==> config.mk <==
export PLATFORM = sky130hd
export DESIGN_NAME = mac_unit
export DESIGN_NICKNAME = d
export VERILOG_FILES = /design/src/rtl/mac_pkg.sv /design/src/rtl/mac_in_regs.sv /design/src/rtl/mac_core.sv /design/src/rtl/mac_field_reg.sv /design/src/rtl/mac_unit.sv
export SDC_FILE = /design/constraint.sdc
export NUM_CORES = 1
export LEC_CHECK = 0
export BUFFER_PORTS_ARGS = -buffer_cell sky130_fd_sc_hd__buf_2
export CORE_ASPECT_RATIO = 0.8
export CORE_MARGIN = 5
export CORE_UTILIZATION = 50
export CTS_CLUSTER_DIAMETER = 120
export DETAILED_ROUTE_END_ITERATION = 7
export GPL_TIMING_DRIVEN = 0
export HOLD_SLACK_MARGIN = 0.15
export PLACE_DENSITY = 0.78
export SKIP_CTS_REPAIR_TIMING = 1
export SLEW_MARGIN = 5
export SYNTH_ARGS = -nofsm -noshare
export SYNTH_HDL_FRONTEND = slang
export SYNTH_SLANG_ARGS = --single-unit
export TNS_END_PERCENT = 30
==> constraint.sdc <==
create_clock -name clk -period 19.1 [get_ports clk]
set_input_delay 0.955 -clock clk [delete_from_list [all_inputs] [get_ports clk]]
set_output_delay 0.955 -clock clk [all_outputs]
set_load 0.05 [all_outputs]
==> src/rtl/mac_pkg.sv <==
package mac_pkg;
  typedef struct packed {
    logic tc;
    logic acc;
    logic sub;
    logic rnd;
  } mode_t;
endpackage

==> src/rtl/mac_in_regs.sv <==
module mac_in_regs
  import mac_pkg::*;
#(
  parameter int XW = 16,
  parameter int YW = 16
) (
  input  logic          clk,
  input  logic          rst,
  input  logic          x_load,
  input  logic          y_load,
  input  logic [XW-1:0] x_in,
  input  logic [YW-1:0] y_in,
  input  mode_t         mode_in,
  output logic [XW-1:0] x_q,
  output logic [YW-1:0] y_q,
  output mode_t         mode_q
);
  always_ff @(posedge clk) begin
    if (rst) begin
      x_q    <= '0;
      y_q    <= '0;
      mode_q <= '0;
    end else begin
      if (x_load) x_q <= x_in;
      if (y_load) y_q <= y_in;
      if (x_load || y_load) mode_q <= mode_in;
    end
  end
endmodule

==> src/rtl/mac_core.sv <==
module mac_core
  import mac_pkg::*;
#(
  parameter int XW  = 16,
  parameter int YW  = 16,
  parameter int GW  = 3,
  parameter int LSW = 16
) (
  input  logic [XW-1:0]       x_q,
  input  logic [YW-1:0]       y_q,
  input  mode_t               mode_q,
  input  logic [XW+YW+GW-1:0] acc_q,
  output logic [XW+YW+GW-1:0] next_val
);
  localparam int RW = XW + YW + GW;
  localparam logic [RW-1:0] ONE   = {{(RW-1){1'b0}}, 1'b1};
  localparam logic [RW-1:0] RND_K = ONE << (LSW - 1);

  logic [RW-1:0] x_ext, y_ext, prod, base, term, rnd_term;

  always_comb begin
    x_ext    = {{(RW-XW){mode_q.tc & x_q[XW-1]}}, x_q};
    y_ext    = {{(RW-YW){mode_q.tc & y_q[YW-1]}}, y_q};
    prod     = x_ext * y_ext;
    base     = mode_q.acc ? acc_q : '0;
    term     = (mode_q.acc && mode_q.sub) ? (~prod + ONE) : prod;
    rnd_term = mode_q.rnd ? RND_K : '0;
    next_val = base + term + rnd_term;
  end
endmodule

==> src/rtl/mac_field_reg.sv <==
module mac_field_reg #(
  parameter int W = 16
) (
  input  logic         clk,
  input  logic         rst,
  input  logic         p_load,
  input  logic         prel,
  input  logic         sel_n,
  input  logic [W-1:0] d_calc,
  input  logic [W-1:0] d_pre,
  output logic [W-1:0] q
);
  always_ff @(posedge clk) begin
    if (rst) begin
      q <= '0;
    end else if (p_load) begin
      if (!prel)      q <= d_calc;
      else if (sel_n) q <= d_pre;
    end
  end
endmodule

==> src/rtl/mac_unit.sv <==
module mac_unit
  import mac_pkg::*;
#(
  parameter int XW  = 16,
  parameter int YW  = 16,
  parameter int GW  = 3,
  parameter int LSW = 16
) (
  input  logic                 clk,
  input  logic                 rst,
  input  logic                 x_load,
  input  logic                 y_load,
  input  logic                 p_load,
  input  logic [XW-1:0]        x_in,
  input  logic [YW-1:0]        y_in,
  input  logic                 tc_in,
  input  logic                 acc_in,
  input  logic                 sub_in,
  input  logic                 rnd_in,
  input  logic                 prel,
  input  logic                 oe_xt_n,
  input  logic                 oe_ms_n,
  input  logic                 oe_ls_n,
  input  logic [GW-1:0]        pre_xt,
  input  logic [XW+YW-LSW-1:0] pre_ms,
  input  logic [LSW-1:0]       pre_ls,
  output logic [GW-1:0]        xt_out,
  output logic [XW+YW-LSW-1:0] ms_out,
  output logic [LSW-1:0]       ls_out,
  output logic                 xt_en,
  output logic                 ms_en,
  output logic                 ls_en
);
  localparam int PW  = XW + YW;
  localparam int RW  = PW + GW;
  localparam int MSW = PW - LSW;

  mode_t          mode_in, mode_q;
  logic [XW-1:0]  x_q;
  logic [YW-1:0]  y_q;
  logic [RW-1:0]  acc_q, next_val;

  assign mode_in = '{tc: tc_in, acc: acc_in, sub: sub_in, rnd: rnd_in};

  mac_in_regs #(.XW(XW), .YW(YW)) u_in (
    .clk(clk), .rst(rst), .x_load(x_load), .y_load(y_load),
    .x_in(x_in), .y_in(y_in), .mode_in(mode_in),
    .x_q(x_q), .y_q(y_q), .mode_q(mode_q)
  );

  mac_core #(.XW(XW), .YW(YW), .GW(GW), .LSW(LSW)) u_core (
    .x_q(x_q), .y_q(y_q), .mode_q(mode_q), .acc_q(acc_q), .next_val(next_val)
  );

  mac_field_reg #(.W(GW)) u_xt (
    .clk(clk), .rst(rst), .p_load(p_load), .prel(prel), .sel_n(oe_xt_n),
    .d_calc(next_val[RW-1:PW]), .d_pre(pre_xt), .q(xt_out)
  );

  mac_field_reg #(.W(MSW)) u_ms (
    .clk(clk), .rst(rst), .p_load(p_load), .prel(prel), .sel_n(oe_ms_n),
    .d_calc(next_val[PW-1:LSW]), .d_pre(pre_ms), .q(ms_out)
  );

  mac_field_reg #(.W(LSW)) u_ls (
    .clk(clk), .rst(rst), .p_load(p_load), .prel(prel), .sel_n(oe_ls_n),
    .d_calc(next_val[LSW-1:0]), .d_pre(pre_ls), .q(ls_out)
  );

  assign acc_q = {xt_out, ms_out, ls_out};
  assign xt_en = !prel && !oe_xt_n;
  assign ms_en = !prel && !oe_ms_n;
  assign ls_en = !prel && !oe_ls_n;
endmodule

==> results.cfg <==
[grt]
grt_overflow = 0
antenna_found_initial = 1
track_usage = 0.259
grt_max_degree = 14
grt_pass1_wl_um = 77100
grt_pass1_vias = 14600

[synthesis]
seq_area_frac_synth = 0.0839
syn_area_per_cell_um2 = 8.72
syn-instance-count = 1944
post-synth-top-area-fraction = 0.352
ys_warn_count = 0
synthDistinctLibCells = 79
synth-async-reset-ratio = 0
syn-num-nets = 2474
ys_top_cells_by_area = fa_1, ha_1, dfxtp_1
ys_ff_latch = 71
synth_area_um2 = 16900
synth_flop_cell = dfxtp_1
yosysTopAreaCell = fa_1
synth_edf_count = 0

[worst_setup_path]
cp_data_required_time_ps = 19400
cp_max_fo = 10
slowest_stage = or4b_4
startpoint_type = register
max_stage_delay_ps = 590
cp.arrival_ps = 11260
crit_type = reg -> reg
worstSetupEndpointType = register
crit_top_cell = fa_1

[routing]
drt_wl_total_um = 48600
detail_route.wl_per_cell_um = 19.3
initialDrtViolationCount = 1097
vias_per_cell = 5.68
num_vias = 14300
drc = 0
drt.antenna.violating_nets = 0
drtPass1Iterations = 5

[place]
port_buffers = 116
pre_cts_ws_ps = 8280
dp_hpwl_um = 41300
gp_congestion = 0.969

[die]
die_h_um = 175
initial_utilization = 0.505
num_rows = 60
io_pins = 118
coreArea_um2 = 33600
dieArea_um2 = 37700
dieWidth_um = 216

[timing]
rsz0062_at_grt = false
finalSetupViolCount = 0
tns_ps = 0
skew_ps = 12.0
max_freq_ghz = 0.0912
tightest_slew_ps = 1130
min_period_ps = 10960
slew_viol_final = 0
worst_slack_ps = 8140
slew_headroom = 0.245
finalHoldViolations = 0
fin_crit_sh = 0.574

[cts]
clk_pin_slew_ps = 70
cts_tree = done
cts-buffers-inserted = 9
cts.sinks = 71
clock_latency_ps = 370
clockBufferDepth = 2
cts_max_level = 3
cts_root_buf = clkbuf_16

[cells_and_area]
areaGrowthSynthToFinish_pct = 8.40
final_net_count = 2601
drive_above_1_share = 0.0804

[pwr]
worst_ir_drop_vdd_uv = 41.6
p_leak_nw = 9.45
power_density_nw_per_um2 = 45.6

[min_path]
min_path_type = reg -> reg

[outcome]
status = complete, no violations

[flow_run]
max_cap_viol_count = 0
## cells in the mapped netlist (all sizes together) (4+ instances only)
cell,number
ha,152
o21a,10
a221oi,5
o21ai,70
a211o,5
o211ai,13
a2111oi,6
nor3,18
clkbuf,77
o22ai,4
xnor2,55
o21bai,5
nand4,4
o2111ai,4
and3,16
nand2b,11
nor2,120
buf,8
dfxtp,71
or2,7
a41oi,4
a31oi,10
a21o,31
mux2i,36
a211oi,19
a21oi,71
nand2,221
xor2,34
inv,311
fa,298
a311oi,10
or3,4
nand3,21
nor3b,4
and2,164
## path summary, 6_finish.rpt
| kind | startpoint | to | slack [ps] | depth (start not counted) |
|---|---|---|---|---|
| min reg2reg | u_in.mode_q[1] | u_in.mode_q[1] | 470 | 2 |
| max | u_in.y_q[2] | u_xt.q[2] | 8140 | 35 |
| max reg2reg | u_in.y_q[2] | u_xt.q[2] | 8140 | 35 |
| min | u_in.mode_q[1] | u_in.mode_q[1] | 470 | 2 |
## stage by stage
step	hold slack [ps]	cell area (µm²)	std cells	total power, mW	utilization
final	472	18400	2511	0.838	0.547
after detailed placement	457	18100	2494	0.647	0.539
after global placement	452	18100	2494	0.635	0.539
after CTS	470	18400	2510	0.834	0.547
after floorplan	432	16900	1944	0.526	-
after global routing	507	18400	2511	0.898	0.547
## cell type report
| cell class | instances | area, µm² |
|---|---|---|
| Fill cell | 3038 | 15200 |
| Multi-Input combinational cell | 1477 | 14000 |
| Sequential cell | 71 | 1420 |
| Inverter | 311 | 1170 |
| Timing Repair Buffer | 116 | 581 |
| Tap cell | 434 | 543 |
| Buffer | 85 | 363 |
| Clock buffer | 9 | 225 |
| Clock inverter | 7 | 72.6 |
| Antenna cell | 1 | 2.50 |
## state kept, by name (all words and copies together) (netlist names)
name,count
u_in.mode_q,4
u_in.x_q,16
u_in.y_q,16
u_ls.q,16
u_ms.q,16
u_xt.q,3
## worst max-delay path: cells and delay by family (launching register included)
family	cells	cell delay (ps)
compound gates	12	2900
buf+inv	6	890
fa+ha+maj	9	4000
simple gates	6	1970
xor+xnor	2	520
flops	1	580
## power breakdown
part           leakage (nW)  switching [mW]  internal [mW]
registers             0.587          0.0178          0.159
clock network         0.142          0.0841          0.102
logic                  8.72           0.298          0.177
## cells by family (layout without fill, tap and decap cells)
kind of cell             Yosys count  after routing  synth area share
AND/OR/NAND/NOR                  611            611             0.177
AO/OA/AOI/OAI                    289            289             0.115
multiplexers                      36             36            0.0213
buffers and inverters            396            528            0.0903
other                              0              1                 0
flip-flops                        71             71            0.0839
adder cells (fa/ha/maj)          450            450             0.464
XOR/XNOR                          91             91            0.0487
## per-layer routing
metal / up-vias / track usage / wire length, µm
met4: 0 / 0.0712 / 1360
met3: 88 / 0.0734 / 4710
met1: 7134 / 0.354 / 20600
met5: - / 0 / 0
li1: 6469 / - / -
met2: 584 / 0.405 / 21900
## cell usage in the layout, fill, tap and decap left out, types with 6 or more instances in the layout
cell type / Yosys / layout
buf_2: 0 / 116
xnor2_1: 55 / 55
xor2_1: 34 / 34
fa_1: 298 / 298
clkbuf_16: 0 / 9
o211ai_1: 13 / 13
a21o_1: 29 / 29
o21a_1: 10 / 10
a211oi_1: 17 / 17
nor2_1: 120 / 120
a2111oi_0: 6 / 6
o21ai_0: 64 / 64
clkbuf_1: 76 / 76
and3_1: 16 / 16
a31oi_1: 9 / 9
inv_1: 311 / 311
nand2_1: 221 / 221
a311oi_1: 9 / 9
nand3_1: 21 / 21
dfxtp_1: 71 / 71
nand2b_1: 11 / 11
ha_1: 152 / 152
and2_1: 162 / 162
nor3_1: 17 / 17
a21oi_1: 68 / 68
mux2i_1: 36 / 36
(Power assumes the default switching activity.)
